**src/rtl/pwrctl_pkg.sv**
```systemverilog
`timescale 1ns/1ps
package pwrctl_pkg;
  // module state codes
  localparam logic [1:0] ST_OFF  = 2'd0;
  localparam logic [1:0] ST_SRST = 2'd1;
  localparam logic [1:0] ST_ON   = 2'd3;

  typedef enum logic [1:0] {SQ_IDLE, SQ_PWR, SQ_RUN, SQ_OFF} sq_e;

  typedef struct packed {
    logic       aux;
    logic [1:0] nxt;
  } mctl_t;

  // system word indices (byte address / 4)
  localparam logic [5:0] W_CMD   = 6'd0;
  localparam logic [5:0] W_TSTAT = 6'd1;
  localparam logic [5:0] W_PDCTL = 6'd2;
  localparam logic [5:0] W_PEND  = 6'd3;
  localparam logic [5:0] W_PCLR  = 6'd4;
  localparam logic [5:0] W_PSW   = 6'd5;
  localparam logic [5:0] W_PDST  = 6'd6;
endpackage

```
**src/rtl/pwrctl_seq.sv**
```systemverilog
`timescale 1ns/1ps
module pwrctl_seq
  import pwrctl_pkg::*;
#(
  parameter int N         = 4,
  parameter int TRANS_CYC = 4,
  parameter int GATED     = 0,
  parameter int IW        = 2
) (
  input  logic          clk,
  input  logic          rst,
  input  logic          go,
  input  logic          pd_req,
  input  logic          iso_rel,
  input  logic          pwr_good,
  input  logic          pend_clr,
  input  logic          match,
  output logic [IW-1:0] idx,
  output logic          upd,
  output logic          clr_all,
  output logic          busy,
  output logic          pd_on,
  output logic          pend
);
  localparam int CW = (TRANS_CYC > 1) ? $clog2(TRANS_CYC) : 1;
  localparam logic [CW-1:0] CLAST = CW'(TRANS_CYC - 1);
  localparam logic [IW-1:0] ILAST = IW'(N - 1);

  sq_e           st;
  logic [CW-1:0] cnt;
  logic          pwr_ok;

  generate
    if (GATED != 0) begin : g_gated
      always_ff @(posedge clk) begin
        if (rst) begin
          pd_on <= 1'b0;
          pend  <= 1'b0;
        end else begin
          if (pend_clr) pend <= 1'b0;
          if (st == SQ_IDLE && go && pd_req && !pd_on) pend <= 1'b1;
          if (st == SQ_PWR && pwr_ok) pd_on <= 1'b1;
          if (st == SQ_OFF) pd_on <= 1'b0;
        end
      end
      assign pwr_ok = !pend && pwr_good && iso_rel;
    end else begin : g_aon
      logic unused_aon;
      assign unused_aon = &{1'b0, iso_rel, pwr_good, pend_clr};
      assign pd_on  = 1'b1;
      assign pend   = 1'b0;
      assign pwr_ok = 1'b1;
    end
  endgenerate

  always_ff @(posedge clk) begin
    if (rst) begin
      st  <= SQ_IDLE;
      idx <= '0;
      cnt <= '0;
    end else begin
      case (st)
        SQ_IDLE: if (go) begin
          idx <= '0;
          cnt <= '0;
          if (GATED != 0 && !pd_req) st <= SQ_OFF;
          else if (!pd_on)           st <= SQ_PWR;
          else                       st <= SQ_RUN;
        end
        SQ_PWR: if (pwr_ok) st <= SQ_RUN;
        SQ_RUN: begin
          if (match) begin
            cnt <= '0;
            if (idx == ILAST) st <= SQ_IDLE;
            else              idx <= idx + 1'b1;
          end else if (cnt == CLAST) begin
            cnt <= '0;
          end else begin
            cnt <= cnt + 1'b1;
          end
        end
        default: st <= SQ_IDLE;
      endcase
    end
  end

  assign upd     = (st == SQ_RUN) && !match && (cnt == CLAST);
  assign clr_all = (st == SQ_OFF);
  assign busy    = (st != SQ_IDLE);
endmodule

```
**src/rtl/pwrctl_modout.sv**
```systemverilog
`timescale 1ns/1ps
module pwrctl_modout
  import pwrctl_pkg::*;
(
  input  logic       clk,
  input  logic       rst,
  input  logic [1:0] state,
  input  logic       pwr_ok,
  output logic       clk_en,
  output logic       rst_n
);
  always_ff @(posedge clk) begin
    if (rst) begin
      clk_en <= 1'b0;
      rst_n  <= 1'b0;
    end else begin
      clk_en <= pwr_ok && (state == ST_ON || state == ST_SRST);
      rst_n  <= pwr_ok && (state == ST_ON);
    end
  end
endmodule

```
**src/rtl/pwrctl.sv**
```systemverilog
`timescale 1ns/1ps
module pwrctl
  import pwrctl_pkg::*;
#(
  parameter int NUM_AON   = 4,
  parameter int NUM_SW    = 2,
  parameter int TRANS_CYC = 4,
  parameter int AW        = 12
) (
  input  logic                        clk,
  input  logic                        rst,
  input  logic                        wr_en,
  input  logic                        rd_en,
  input  logic [AW-1:0]               addr,
  input  logic [31:0]                 wdata,
  output logic [31:0]                 rdata,
  output logic [1:0]                  busy_o,
  output logic                        pwr_sw_o,
  input  logic                        pwr_good_i,
  output logic [NUM_AON+NUM_SW-1:0]   clk_en_o,
  output logic [NUM_AON+NUM_SW-1:0]   rst_n_o
);
  localparam int NUM_MOD = NUM_AON + NUM_SW;
  localparam int MAXN    = (NUM_AON > NUM_SW) ? NUM_AON : NUM_SW;
  localparam int IW      = (MAXN > 1) ? $clog2(MAXN) : 1;
  localparam int RW      = AW - 8;
  localparam logic [RW-1:0] REG_SYS = RW'(0);
  localparam logic [RW-1:0] REG_CTL = RW'(1);
  localparam logic [RW-1:0] REG_STA = RW'(2);

  // decode
  logic [RW-1:0] region;
  logic [5:0]    wsel;
  logic          id_ok, wr_sys, wr_ctl, pend_clr;
  logic [1:0]    go_vec;

  assign region   = addr[AW-1:8];
  assign wsel     = addr[7:2];
  assign id_ok    = int'(wsel) < NUM_MOD;
  assign wr_sys   = wr_en && (region == REG_SYS);
  assign wr_ctl   = wr_en && (region == REG_CTL) && id_ok;
  assign go_vec   = (wr_sys && wsel == W_CMD) ? wdata[1:0] : 2'b00;
  assign pend_clr = wr_sys && (wsel == W_PCLR) && wdata[1];

  // register state
  mctl_t      ctl  [NUM_MOD];
  logic [1:0] stat [NUM_MOD];
  logic       pd_req, iso_rel, psw;

  logic [1:0][IW-1:0] sq_idx;
  logic [1:0]         sq_upd, sq_clr, sq_busy, sq_pdon, sq_pend;
  logic               sw_pd_on, sw_pend;

  assign sw_pd_on = sq_pdon[1];
  assign sw_pend  = sq_pend[1];

  always_ff @(posedge clk) begin
    if (rst) begin
      pd_req  <= 1'b0;
      iso_rel <= 1'b0;
      psw     <= 1'b0;
      for (int m = 0; m < NUM_MOD; m++) ctl[m] <= '0;
    end else begin
      if (wr_sys && wsel == W_PDCTL) begin
        pd_req  <= wdata[0];
        iso_rel <= wdata[8];
      end
      if (wr_sys && wsel == W_PSW) psw <= wdata[0];
      for (int m = 0; m < NUM_MOD; m++)
        if (wr_ctl && int'(wsel) == m) ctl[m] <= '{aux: wdata[9], nxt: wdata[1:0]};
    end
  end

  // per-domain sequencers
  generate
    for (genvar d = 0; d < 2; d++) begin : g_dom
      localparam int BASE = (d == 0) ? 0 : NUM_AON;
      localparam int CNT  = (d == 0) ? NUM_AON : NUM_SW;
      logic mt;
      always_comb begin
        mt = 1'b0;
        for (int m = 0; m < CNT; m++)
          if (int'(sq_idx[d]) == m) mt = (stat[BASE+m] == ctl[BASE+m].nxt);
      end
      pwrctl_seq #(.N(CNT), .TRANS_CYC(TRANS_CYC), .GATED(d), .IW(IW)) u_seq (
        .clk(clk), .rst(rst), .go(go_vec[d]), .pd_req(pd_req), .iso_rel(iso_rel),
        .pwr_good(pwr_good_i), .pend_clr(pend_clr), .match(mt),
        .idx(sq_idx[d]), .upd(sq_upd[d]), .clr_all(sq_clr[d]), .busy(sq_busy[d]),
        .pd_on(sq_pdon[d]), .pend(sq_pend[d])
      );
    end
  endgenerate

  // status commit
  always_ff @(posedge clk) begin
    if (rst) begin
      for (int m = 0; m < NUM_MOD; m++) stat[m] <= ST_OFF;
    end else begin
      for (int m = 0; m < NUM_MOD; m++) begin
        if (m < NUM_AON) begin
          if (sq_upd[0] && int'(sq_idx[0]) == m) stat[m] <= ctl[m].nxt;
        end else begin
          if (sq_clr[1]) stat[m] <= ST_OFF;
          else if (sq_upd[1] && int'(sq_idx[1]) == m - NUM_AON) stat[m] <= ctl[m].nxt;
        end
      end
    end
  end

  // module outputs
  generate
    for (genvar m = 0; m < NUM_MOD; m++) begin : g_mod
      logic pok;
      if (m < NUM_AON) begin : g_a
        assign pok = 1'b1;
      end else begin : g_s
        assign pok = sw_pd_on;
      end
      pwrctl_modout u_out (
        .clk(clk), .rst(rst), .state(stat[m]), .pwr_ok(pok),
        .clk_en(clk_en_o[m]), .rst_n(rst_n_o[m])
      );
    end
  endgenerate

  // registered read
  logic [31:0] rd_nxt;
  always_comb begin
    rd_nxt = '0;
    if (region == REG_SYS) begin
      case (wsel)
        W_TSTAT: rd_nxt[1:0] = sq_busy;
        W_PDCTL: begin rd_nxt[0] = pd_req; rd_nxt[8] = iso_rel; end
        W_PEND:  rd_nxt[1] = sw_pend;
        W_PSW:   rd_nxt[0] = psw;
        W_PDST:  rd_nxt[4:0] = {4'd0, sw_pd_on};
        default: rd_nxt = '0;
      endcase
    end else if (region == REG_CTL) begin
      for (int m = 0; m < NUM_MOD; m++)
        if (int'(wsel) == m) begin
          rd_nxt[9]   = ctl[m].aux;
          rd_nxt[1:0] = ctl[m].nxt;
        end
    end else if (region == REG_STA) begin
      for (int m = 0; m < NUM_MOD; m++)
        if (int'(wsel) == m) rd_nxt[1:0] = stat[m];
    end
  end

  always_ff @(posedge clk) begin
    if (rst)        rdata <= '0;
    else if (rd_en) rdata <= rd_nxt;
  end

  assign busy_o   = sq_busy;
  assign pwr_sw_o = psw;

  logic unused_bits;
  assign unused_bits = &{1'b0, sq_pdon[0], sq_pend[0], sq_clr[0], addr[1:0],
                         wdata[31:10], wdata[7:2]};
endmodule

```
**config.mk**
```make
export PLATFORM = sky130hd
export DESIGN_NAME = pwrctl
export DESIGN_NICKNAME = d
export VERILOG_FILES = /design/src/rtl/pwrctl_pkg.sv /design/src/rtl/pwrctl_seq.sv /design/src/rtl/pwrctl_modout.sv /design/src/rtl/pwrctl.sv
export SDC_FILE = /design/constraint.sdc
export NUM_CORES = 1
export LEC_CHECK = 0
export ABC_CLOCK_PERIOD_IN_PS = 4050
export BUFFER_PORTS_ARGS = -buffer_cell sky130_fd_sc_hd__buf_2
export CORE_ASPECT_RATIO = 1.1
export CORE_MARGIN = 2
export CORE_UTILIZATION = 40
export DETAILED_ROUTE_END_ITERATION = 8
export PLACE_DENSITY_LB_ADDON = 0.1
export RECOVER_POWER = 25
export SLEW_MARGIN = 20
export SYNTH_ARGS = -nofsm -noshare
export SYNTH_HDL_FRONTEND = slang
export SYNTH_HIERARCHICAL = 1
export SYNTH_SLANG_ARGS = --single-unit
```
**constraint.sdc**
```tcl
create_clock -name clk -period 4.05 [get_ports clk]
set_input_delay 0.6075 -clock clk [delete_from_list [all_inputs] [get_ports clk]]
set_output_delay 0.6075 -clock clk [all_outputs]
set_load 0.01 [all_outputs]
```
==> Flow_metrics.wiki <==
{| class="wikitable"
! Metric !! Value
|-
| Overall via count from detail_route || between 2k and 3k
|-
| Max-slew headroom at the worst pin || -12.83%
|-
| Number of instances on the worst hold path || 2
|-
| Detailed-route wire length || slightly below 8 mm
|-
| Total internal power || a little under 1 mW
|-
| Clock power share || between 40 and 50%
|-
| Syn Area/Cell || around 10 µm²
|-
| Via density per instance || between 5 and 6
|-
| # diodes || 0
|-
| Net switching component of the power || ~320 µW
|-
| Final core area utilization || between 40 and 50%
|-
| R2R Path Start || stat[0][1]$_SDFFCE_PN0P_
|-
| Number of max-cap violations || 1
|-
| Worst hold-check path type || reg2reg
|-
| Startpoint type of the worst setup path || input pin
|-
| Final hold viol count || 0
|-
| Run status || finished, violations left
|-
| Remaining design rule violation count || 0
|-
| Final total negative setup slack || 0 ns
|-
| Vias in the first global route || 2394
|-
| Core box area || 8364 µm²
|-
| Number of iterations in the first detailed-routing pass || 4
|-
| Wire length of the first global-routing pass || 12.66 mm
|-
| Count of synthesis-stage warnings from yosys || 6
|-
| Floorplan die height || approximately 100 µm
|-
| Die area || around 9300 µm²
|-
| Detailed placer's ending HPWL || roughly 5.9 mm
|-
| Overall Global Routing Usage || 18.10%
|-
| Non-filler cells, final || about 500
|-
| Register-to-Register Setup Slack || ~1.6 ns
|-
| Area growth, synth to finish || 10.00%
|-
| Final critical-path share of the clock period || roughly 70%
|-
| Final max-slew violation count || 39
|-
| Setup repair after global routing missed its margin || false
|-
| Instance area at placement || approximately 3600 µm²
|-
| Worst Path Required || 4.05 ns
|-
| Initial detailed-routing violation count || 77
|-
| Worst-case reg-to-reg path depth || 7
|-
| Num Clock Sinks || 62
|-
| Die width || approximately 90 µm
|-
| Quantity of gates resized following cts || 0
|-
| Number of cells in the design after placement || slightly below 500
|-
| CTS H-tree depth || 3
|-
| FP Rows || 35
|-
| Data arrival at the endpoint of the critical path || 2.79 ns
|-
| Effective utilization at floorplan || about two fifths
|-
| End of the worst register-to-register path || stat[0][6]$_SDFFCE_PN0P_
|-
| Longest Clk Path Bufs || 2
|-
| Top-level I/O count || 96
|-
| Largest net degree at the start of global routing || 39
|-
| Clock Latency Late Sink || 0.35 ns
|-
| Total non-filler cell area in the finished layout || roughly 3800 µm²
|-
| Netlist area before placement || 3428 µm²
|-
| Minimum clock period || around 2.8 ns
|-
| Remaining antenna violation count || 0
|-
| Critical hold path startpoint || rdata[8]$_SDFFE_PP0P_
|-
| Initial antenna violation count || 0
|-
| Clock-pin slew on the worst setup and hold paths || ~0.07 ns
|-
| Power share of the sequential group || between 50% and 60%
|-
| Average wire per standard cell || roughly 16 µm
|-
| Number of input and output port buffers inserted || 37
|-
| Global route total overflow || 0
|-
| Final Wtd Congestion || around 0.81
|-
| Maximum frequency from static timing analysis || 357.6 MHz
|-
| Critical-path maximum fanout || 38
|-
| Combinational power share || under 10%
|-
| Leakage Power || ~1.5 nW
|-
| Hold-fix buffers at CTS || 0
|-
| Clock tree from TritonCTS || built
|-
| Final setup fails || 0
|-
| Fraction of final layout cells with drive strength greater than 1 || 15.90%
|-
| Category of the most critical setup path || in2reg
|-
| Pin slew with the least headroom to its limit || 1.692 ns
|-
| Violations in the final reports || max-capacitance violations, max-slew violations
|-
| Critical Path End Type || flip-flop
|-
| Clock root cell || clkbuf_8
|-
| Largest voltage drop on the vdd net || ~150 µV
|-
| Post-CTS Setup Inserts || 0
|-
| Proportion of total power due to net switching || around a quarter
|-
| Hold Path End || rdata[8]$_SDFFE_PP0P_
|-
| Gate Count Post-Synth || ~340
|-
| Cts bufs inserted || 9
|-
| Final net count || approximately 440
|-
| Worst Clk Skew || 0.01212 ns
|-
| P per Cell Area || 347.5 nW/µm²
|}
## flip-flops by register name, indices dropped and copies added (netlist names)
| name | count |
|---|---|
| g_dom.u_seq/pd_on | 1 |
| g_dom.u_seq/cnt | 4 |
| pd_req | 1 |
| iso_rel | 1 |
| g_mod.u_out/rst_n | 6 |
| g_dom.u_seq/idx | 4 |
| stat | 12 |
| g_dom.u_seq/st | 3 |
| ctl | 18 |
| rdata | 4 |
| g_dom.u_seq/pend | 1 |
| g_mod.u_out/clk_en | 6 |
| pwr_sw_o | 1 |
## worst max-delay path, cell delays in order
cell,delay [ns]
clkbuf_1,1.19
inv_1,0.59
o21ai_0,0.40
## stage by stage
step           worst slack [ns]  total power, mW  hold slack, ns
4_1_cts                   1.554            1.323          0.4811
5_1_grt                   1.035            1.364          0.5016
3_5_place_dp              1.200           0.7984          0.4675
6_report                  1.254            1.310          0.4775
2_1_floorplan             1.775           0.7815          0.4493
3_3_place_gp              1.205           0.7962          0.4566
## final cells by class
class                      count  area, µm²
clock buffer                  12      135.1
inverter                       6      22.52
sequential                    62       1541
tap                          111      138.9
multi-input combinational    268       1712
fill                         860       4593
clock inverter                 4      47.55
timing repair buffer          38      173.9
## power by group through the flow
stage / sequential [mW] / clock (mW) / combinational [mW]
5_1_grt: 0.687 / 0.567 / 0.110
6_report: 0.685 / 0.526 / 0.0995
3_5_place_dp: 0.699 / 0 / 0.0997
4_1_cts: 0.685 / 0.538 / 0.100
2_1_floorplan: 0.693 / 0 / 0.0881
3_3_place_gp: 0.698 / 0 / 0.0980
## layout by cell type (no fill, tap or decap), types with 9 or more instances in the layout
cell type,n
nand2_1,30
buf_2,22
clkbuf_8,9
and3_1,9
o21ai_0,14
nor2_1,34
dfxtp_1,32
conb_1,36
nand3_1,10
edfxtp_1,30
clkbuf_1,18
## metal layers
layer  vias to the layer above  GRT usage [%]  part of all wire [%]
met3                        13          4.413                   3.9
met4                         0          6.889                   1.8
met5                         -              0                     0
met1                      1243          23.42                    47
met2                        57          29.47                    48
li1                       1275              -                     -
## how the worst max path moves through the flow
| stage | start | to | slack [ns] | depth (start not counted) |
|---|---|---|---|---|
| 3_5_place_dp | addr[5] | g_dom[1].u_seq/st[0]$_SDFFE_PP0P_ | 1.20 | 8 |
| 3_3_place_gp | addr[5] | g_dom[1].u_seq/st[0]$_SDFFE_PP0P_ | 1.21 | 8 |
| 2_1_floorplan | addr[5] | g_dom[1].u_seq/st[0]$_SDFFE_PP0P_ | 1.77 | 8 |
| 5_1_grt | rst | ctl[0][10]$_SDFFCE_PN0P_ | 1.03 | 3 |
| 6_report | rst | ctl[0][9]$_SDFFCE_PN0P_ | 1.25 | 3 |
| 4_1_cts | addr[5] | g_dom[1].u_seq/st[0]$_SDFFE_PP0P_ | 1.55 | 8 |
Note: power is estimated with default switching activity, not from simulation.
